<file path="src/rtl/irqw_pkg.sv">
package irqw_pkg;
    localparam int VEC_W       = 16;
    localparam int BIT_W       = $clog2(VEC_W);
    localparam int SRC_OFS     = 'h400;
    localparam int PAGE_SHIFT  = 12;
    localparam logic [7:0] HIT_BYTE = 8'hFF;

    typedef enum logic [1:0] {
        ST_IDLE,
        ST_STAT,
        ST_SRC,
        ST_IRQ
    } wr_state_e;
endpackage

</file>
<file path="src/rtl/irqw_low_bit.sv">
module irqw_low_bit
    import irqw_pkg::*;
(
    input  logic [VEC_W-1:0] vec,
    output logic [BIT_W-1:0] idx
);
    always_comb begin
        idx = '0;
        for (int i = VEC_W - 1; i >= 0; i--) begin
            if (vec[i]) idx = BIT_W'(i);
        end
    end
endmodule

</file>
<file path="src/rtl/irqw_page_sel.sv">
module irqw_page_sel
    import irqw_pkg::*;
#(
    parameter int ADDR_W = 32,
    parameter int INST_W = 4
) (
    input  logic [ADDR_W-1:0] base,
    input  logic [INST_W-1:0] inst,
    input  logic              per_inst,
    output logic [ADDR_W-1:0] page
);
    logic [ADDR_W-1:0] inst_ofs;

    always_comb begin
        inst_ofs = ADDR_W'(inst) << PAGE_SHIFT;
        page     = per_inst ? base + inst_ofs : base;
    end
endmodule

</file>
<file path="src/rtl/irqw_addr_gen.sv">
module irqw_addr_gen
    import irqw_pkg::*;
#(
    parameter int ADDR_W = 32,
    parameter int UNIT_W = 6
) (
    input  logic [ADDR_W-1:0] page,
    input  logic [UNIT_W-1:0] unit,
    input  logic [BIT_W-1:0]  bit_idx,
    input  logic              is_src,
    output logic [ADDR_W-1:0] addr
);
    logic [ADDR_W-1:0] stat_ofs;
    logic [ADDR_W-1:0] src_ofs;

    always_comb begin
        stat_ofs = (ADDR_W'(unit) << BIT_W) + ADDR_W'(bit_idx);
        src_ofs  = ADDR_W'(SRC_OFS) + ADDR_W'(unit);
        addr     = page + (is_src ? src_ofs : stat_ofs);
    end
endmodule

</file>
<file path="src/rtl/irq_report_writer.sv">
module irq_report_writer
    import irqw_pkg::*;
#(
    parameter int ADDR_W = 32,
    parameter int INST_W = 4,
    parameter int UNIT_W = 6
) (
    input  logic              clk,
    input  logic              rst_n,
    input  logic              evt_valid,
    output logic              evt_ready,
    input  logic [UNIT_W-1:0] evt_unit,
    input  logic [VEC_W-1:0]  evt_vec,
    input  logic [INST_W-1:0] evt_inst,
    input  logic              per_inst_mode,
    input  logic [ADDR_W-1:0] base_addr,
    input  logic [VEC_W-1:0]  en_mask,
    output logic              wr_valid,
    input  logic              wr_ready,
    output logic [ADDR_W-1:0] wr_addr,
    output logic [7:0]        wr_data,
    output logic              irq
);
    typedef struct packed {
        wr_state_e         st;
        logic [VEC_W-1:0]  pend;
        logic [UNIT_W-1:0] unit;
        logic [ADDR_W-1:0] page;
    } regs_t;

    regs_t r_d, r_q;

    logic [ADDR_W-1:0] new_page;
    logic [BIT_W-1:0]  cur_bit;
    logic [VEC_W-1:0]  masked;
    logic [VEC_W-1:0]  rest;

    irqw_page_sel #(.ADDR_W(ADDR_W), .INST_W(INST_W)) u_page (
        .base     (base_addr),
        .inst     (evt_inst),
        .per_inst (per_inst_mode),
        .page     (new_page)
    );

    irqw_low_bit u_low (
        .vec (r_q.pend),
        .idx (cur_bit)
    );

    irqw_addr_gen #(.ADDR_W(ADDR_W), .UNIT_W(UNIT_W)) u_addr (
        .page    (r_q.page),
        .unit    (r_q.unit),
        .bit_idx (cur_bit),
        .is_src  (r_q.st == ST_SRC),
        .addr    (wr_addr)
    );

    always_comb begin
        r_d    = r_q;
        masked = evt_vec & en_mask;
        rest   = r_q.pend & (r_q.pend - VEC_W'(1));
        unique case (r_q.st)
            ST_IDLE: begin
                if (evt_valid) begin
                    r_d.pend = masked;
                    r_d.unit = evt_unit;
                    r_d.page = new_page;
                    if (|masked) r_d.st = ST_STAT;
                end
            end
            ST_STAT: begin
                if (wr_ready) begin
                    r_d.pend = rest;
                    if (rest == '0) r_d.st = ST_SRC;
                end
            end
            ST_SRC:  if (wr_ready) r_d.st = ST_IRQ;
            default: r_d.st = ST_IDLE;
        endcase
    end

    always_ff @(posedge clk) begin
        if (!rst_n) begin
            r_q.st   <= ST_IDLE;
            r_q.pend <= '0;
            r_q.unit <= '0;
            r_q.page <= '0;
        end else begin
            r_q <= r_d;
        end
    end

    assign evt_ready = (r_q.st == ST_IDLE);
    assign wr_valid  = (r_q.st == ST_STAT) || (r_q.st == ST_SRC);
    assign irq       = (r_q.st == ST_IRQ);
    assign wr_data   = wr_valid ? HIT_BYTE : 8'h00;

    // a stalled write keeps its request and address
    a_r8_hold_write: assert property (@(posedge clk) disable iff (!rst_n)
        (wr_valid && !wr_ready) |=> (wr_valid && $stable(wr_addr)));

    // no new event is taken while writes are outstanding
    a_r8_busy_excl: assert property (@(posedge clk) disable iff (!rst_n)
        wr_valid |-> !evt_ready);

    // interrupt is a single-cycle pulse
    a_r6_irq_single: assert property (@(posedge clk) disable iff (!rst_n)
        irq |=> !irq);

    // interrupt only after a completed write
    a_r6_irq_after_write: assert property (@(posedge clk) disable iff (!rst_n)
        $rose(irq) |-> $past(wr_valid && wr_ready));

    // consecutive writes of one event climb in address
    a_r4_ascending: assert property (@(posedge clk) disable iff (!rst_n)
        (wr_valid && wr_ready) |=> (!wr_valid || (wr_addr > $past(wr_addr))));
endmodule

</file>
<file path="config.mk">
export PLATFORM = sky130hd
export DESIGN_NAME = irq_report_writer
export DESIGN_NICKNAME = d
export VERILOG_FILES = /design/src/rtl/irqw_pkg.sv /design/src/rtl/irqw_low_bit.sv /design/src/rtl/irqw_page_sel.sv /design/src/rtl/irqw_addr_gen.sv /design/src/rtl/irq_report_writer.sv
export SDC_FILE = /design/constraint.sdc
export NUM_CORES = 1
export LEC_CHECK = 0
export ABC_AREA = 1
export BUFFER_PORTS_ARGS = -buffer_cell sky130_fd_sc_hd__buf_4
export CAP_MARGIN = 10
export CORE_AREA = 3 3 123 90
export DETAILED_ROUTE_END_ITERATION = 7
export DIE_AREA = 0 0 126 93
export MAX_ROUTING_LAYER = met4
export PLACE_DENSITY = 0.72
export SLEW_MARGIN = 10
export SYNTH_ARGS = -nofsm -noshare
export SYNTH_HDL_FRONTEND = slang
export SYNTH_SLANG_ARGS = --single-unit
</file>
<file path="constraint.sdc">
create_clock -name clk -period 2.9 [get_ports clk]
set_input_delay 0.29 -clock clk [delete_from_list [all_inputs] [get_ports clk]]
set_output_delay 0.29 -clock clk [all_outputs]
set_load 0.03 [all_outputs]
</file>
==> results of run 1 <==
where the power goes:
group | internal (mW) | switching [mW]
clock | 0.342 | 0.294
sequential | 0.997 | 0.219
combinational | 1.92 | 2.57
total | 3.26 | 3.09
cells by family after synthesis:
kind of cell,after synthesis,synth area share
and+or+nand+nor,295,0.292
buffers and inverters,129,0.117
AOI/OAI and AO/OA,144,0.202
DFF,56,0.253
xor gates and xnor gates,37,0.0731
adders and majority gates,21,0.0627
cell usage after synthesis (all sizes together), types with 2 or more instances:
master / count / share of area
fa: 2 / 0.0090
o221a: 10 / 0.025
nand4: 11 / 0.017
nor3: 18 / 0.021
clkbuf: 18 / 0.015
o211ai: 7 / 0.012
a21o: 2 / 0.0034
nor2: 92 / 0.088
nand2: 139 / 0.12
xnor2: 9 / 0.018
ha: 19 / 0.054
nand3: 31 / 0.035
buf: 11 / 0.017
a31oi: 2 / 0.0028
o21ai: 57 / 0.065
dfxtp: 56 / 0.25
a21oi: 48 / 0.058
o22ai: 2 / 0.0028
xor2: 28 / 0.055
inv: 99 / 0.084
o21bai: 2 / 0.0034
nor4: 4 / 0.0071
a21boi: 2 / 0.0034
a221oi: 4 / 0.0079
a211oi: 3 / 0.0051
o221ai: 3 / 0.0099
layout make-up:
class                   instances  share of cell area
multi-input cells             497               0.491
clock buffers                   6              0.0207
inverters                     100              0.0560
repair buffers                192               0.238
flip-flops and latches         56               0.168
well taps                     132              0.0246
clock inverters                 2             0.00149
timing repair:
action                                  4_1_cts  5_1_grt
hold buffers                                  0        0
pin swaps                                    18       31
endpoints found under the setup margin       29       30
cloned                                        0        0
gates resized for setup                      50       49
setup buffers                                 9       12
worst reg2reg max path, stage by stage (launching register included):
cell      delay (ps)
dfxtp_1          340
buf_4            120
inv_1             70
ha_1             280
inv_2            250
o21ai_1          130
a21oi_2          120
buf_4            240
inv_2            140
a31oi_1          250
a221oi_1         120
routing by layer:
layer	vias up	global-route usage	wire, µm
met4	0	0.0402	118
met5	-	-	0
met2	209	0.350	6420
met1	2406	0.345	6880
li1	2560	-	-
met3	12	0.0365	958
worst paths after layout:
| path | start | endpoint | slack (ps) |
|---|---|---|---|
| worst min register to register | r_q[36] | r_q[36] | 510 |
| worst max register to register | r_q[55] | r_q[45] | 710 |
| worst min-delay path | base_addr[31] | r_q[31] | 250 |
| worst max-delay path | r_q[52] | wr_addr[20] | -660 |
==> impl_metrics.toml, run 1 <==
[run_status]
status = "finished, violations left"
failed_checks = "negative setup slack"

[yosys]
ys_seq_elements = 56
synthFlopType = "dfxtp_1"
syn_nets = 782
synth.distinct_cells = 43
synth.yosys.seq_area_share = 0.253
synthArstFlopShare = 0
yosysWarnings = 0
synth_edf_count = 0
avgSynthCellArea_um2 = 6.50
syn_area_um2 = 4430
postSynthCellCount = 682

[final_layout]
fin_cells = 985
fin_nets = 952
area_growth_pct = 51.3
fin_util = 0.665
reg.largest.list = "r_q (56)"
drive_above_1_share = 0.359
fill_cells = 885
area.sequential_um2 = 1120
final_cell_mix = "buf_4, nand2_1, inv_1, nor2_1, dfxtp_1"
fin_area_um2 = 6700
n_antenna_cell = 0
final_common_cell = "buf_4"
regMostFlops = "r_q"
largest_reg_flops = 56
multi_input_area_um2 = 3290

[detailed_routing]
avgViaCountPerCell = 5.27
route.detailed.drc = 0
drt_wl_total_um = 14400
first_pass_iters = 6
wl_per_cell_um = 14.6
via_count = 5187
ant_nets = 0
drtIter0Drc = 453

[job]
drv_cap = 0

[timing]
whs_ps = 251
fin_crit_ps = 3560
setup_ws_ps = -658
rsz0062_at_grt = "yes"
max_slew_margin = 0.458
slew_viol_final = 0
max_freq_mhz = 281
finalHoldViolCount = 0
fin_crit_sh = 1.23
fin_skew_ps = 5.41
max_slew.worst_pin.slew_ps = 811
finalSetupTns_ps = -13190
setup_viol = 30

[clock_tree]
cts_htree_levels = 2
clk_latency_ps = 300
cts_inserted_buffers = 5
clkTransAtPathRegs_ps = 80
clock_path_buffers = 2
clock_sinks = 56
clockRootBuffer = "clkbuf_16"
cts_tree = "built"

[critical_path]
slowest_stage = "fa_2"
crit_buf_inv = 3
cp.arrival_ps = 3270
path_max_fanout = 7
reg2reg_depth = 10
worstSetupStartpointType = "register"
crit_type = "register to output pin"
path_depth = 28
crit_required_ps = 2610
cp_slowest_stage_delay_ps = 370
crit_family = "simple AND/OR/NAND/NOR gates"
end_kind = "output pin"
crit_top_cell = "nand2_1"

[grt]
grt_pass1_vias = 4749
antenna_found_initial = 0
grt_max_degree = 45
grt_usage = 0.236
grt-ovfl-total = 0
grt_pass1_wl_um = 22400

[power]
total_power_mw = 6.35
peakVddDrop_mv = 1.03
leakagePower_nw = 3.24
p_per_area_nw_per_um2 = 947

[die]
chipHeight_um = 93
die_area_um2 = 11700
start_util = 0.439
coreArea_um2 = 10100
die_w_um = 126
io_pins = 122
num_rows = 31

[placed_design]
gp_congestion = 0.864
hpwl_um = 10900
dpl-instance-area_um2 = 5950
port_buffers = 121
dp.cells = 957
dpl_worst_slack_ps = -344

[worst_hold_path]
hp-class = "primary input to register"
hold_depth = 4
(Power assumes the default switching activity.)
==> run 2: changes to the inputs <==
--- a/config.mk
+++ b/config.mk
@@ -13,6 +13,7 @@
 export DIE_AREA = 0 0 126 93
 export MAX_ROUTING_LAYER = met4
 export PLACE_DENSITY = 0.72
+export SETUP_SLACK_MARGIN = 0.15
 export SLEW_MARGIN = 10
 export SYNTH_ARGS = -nofsm -noshare
 export SYNTH_HDL_FRONTEND = slang
==> run 2 against run 1 <==
The flow still finishes with violations (negative setup slack). Register-to-register slack worse by 60 ps. First-iteration DRC count is 2.6% lower. Clock power hardly changed. Global-route usage is 1.5 points higher. Utilization is 3.5 points higher. Non-clock buffer count is 3 higher. Maximum frequency is 2.1% higher. Via count is 0.62% higher. Worst setup slack better by 73 ps. Largest cell class unchanged.
==> impl_metrics.toml, run 2 (synthesis results as in run 1) <==
[timing]
slew_viol_final = 0
setup_viol = 29
max_slew_margin = 0.484
rsz0062_at_grt = "yes"
max_freq_mhz = 287
finalHoldViolCount = 0
fin_crit_sh = 1.20
fin_crit_ps = 3480
max_slew.worst_pin.slew_ps = 767
fin_skew_ps = 6.20
finalSetupTns_ps = -11990
whs_ps = 237
setup_ws_ps = -584

[placed_design]
dpl-instance-area_um2 = 6080
gp_congestion = 0.932
dpl_worst_slack_ps = -309
hpwl_um = 11100
dp.cells = 956
port_buffers = 121

[detailed_routing]
via_count = 5219
first_pass_iters = 6
avgViaCountPerCell = 5.28
drt_wl_total_um = 15500
ant_nets = 0
route.detailed.drc = 0
wl_per_cell_um = 15.7
drtIter0Drc = 441

[die]
coreArea_um2 = 10100
num_rows = 31
die_w_um = 126
chipHeight_um = 93
start_util = 0.439
die_area_um2 = 11700
io_pins = 122

[critical_path]
cp_slowest_stage_delay_ps = 350
reg2reg_depth = 10
r2r-start = "r_q[55]"
cp.arrival_ps = 3190
crit_top_cell = "nand2_1"
end_kind = "output pin"
rrSetupSlack_ps = 650
r2r_end = "r_q[45]"
worstSetupStartpointType = "register"
crit_family = "simple AND/OR/NAND/NOR gates"
slowest_stage = "fa_2"
path_max_fanout = 7
crit_required_ps = 2610
crit_buf_inv = 4
crit_type = "register to output pin"

[clock_tree]
clk_latency_ps = 300
clock_path_buffers = 2
clkTransAtPathRegs_ps = 70
cts_htree_levels = 2
postCtsHoldBufs = 0
cts_inserted_buffers = 5
clockRootBuffer = "clkbuf_16"
clock_sinks = 56
cts_tree = "built"

[final_layout]
regMostFlops = "r_q"
fin_cells = 988
final_cell_mix = "buf_4, nand2_1, inv_1, nor2_1, buf_6"
n_antenna_cell = 0
final_common_cell = "buf_4"
largest_reg_flops = 56
fin_util = 0.700
reg.largest.list = "r_q (56)"
area_growth_pct = 59.3
drive_above_1_share = 0.376
fin_nets = 955
fin_area_um2 = 7060

[power]
leakagePower_nw = 3.35
peakVddDrop_mv = 0.808
total_power_mw = 6.80
p_per_area_nw_per_um2 = 962

[grt]
grt_max_degree = 45
grt_usage = 0.250
antenna_found_initial = 0
grt_pass1_wl_um = 23500
grt-ovfl-total = 0
grt_pass1_vias = 4864

[run_status]
failed_checks = "negative setup slack"
status = "finished, violations left"

[worst_hold_path]
hold_depth = 3
min-delay-start = "base_addr[8]"
hold_end = "r_q[8]"
hp-class = "primary input to register"

[job]
drv_cap = 0
-- run 2: power by group --
group / switching (mW) / internal [mW]
registers: 0.247 / 0.997
logic: 2.78 / 2.13
clock network: 0.295 / 0.342
total: 3.32 / 3.47
-- run 2: area by class of cell --
cell class / count / area (µm²)
multi-input cells: 497 / 3540
flip-flops and latches: 56 / 1120
well taps: 132 / 165
clock inverters: 2 / 10.0
repair buffers: 195 / 1710
fillers: 779 / 3020
clock buffers: 6 / 139
inverters: 100 / 375
-- run 2: worst min-delay path: stages --
cell	delay [ps]
buf_4	70
o21ai_0	70
nor2_1	70
-- run 2: timing repair --
item | in CTS | in global routing
buffers inserted | 12 | 12
endpoints found under the setup margin | 30 | 31
pin swaps | 23 | 28
endpoints found under the hold margin | 0 | 0
gates resized for setup | 74 | 60
-- run 2: routing by layer --
layer	wire, µm	track usage	up-vias
li1	-	-	2563
met1	7060	0.360	2449
met2	7410	0.386	191
met3	958	0.0360	16
met4	106	0.0348	0
met5	0	-	-
-- run 2: how the worst max path moves through the flow --
| stage | from | to | slack, ps | cells after the start |
|---|---|---|---|---|
| floorplan | r_q[52] | wr_addr[12] | -180 | 26 |
| global placement | r_q[52] | wr_addr[16] | -280 | 27 |
| detailed placement | r_q[52] | wr_addr[22] | -310 | 27 |
| CTS | r_q[52] | wr_addr[20] | -590 | 28 |
| global route | r_q[52] | wr_addr[18] | -820 | 28 |
| finish | r_q[52] | wr_addr[18] | -580 | 28 |
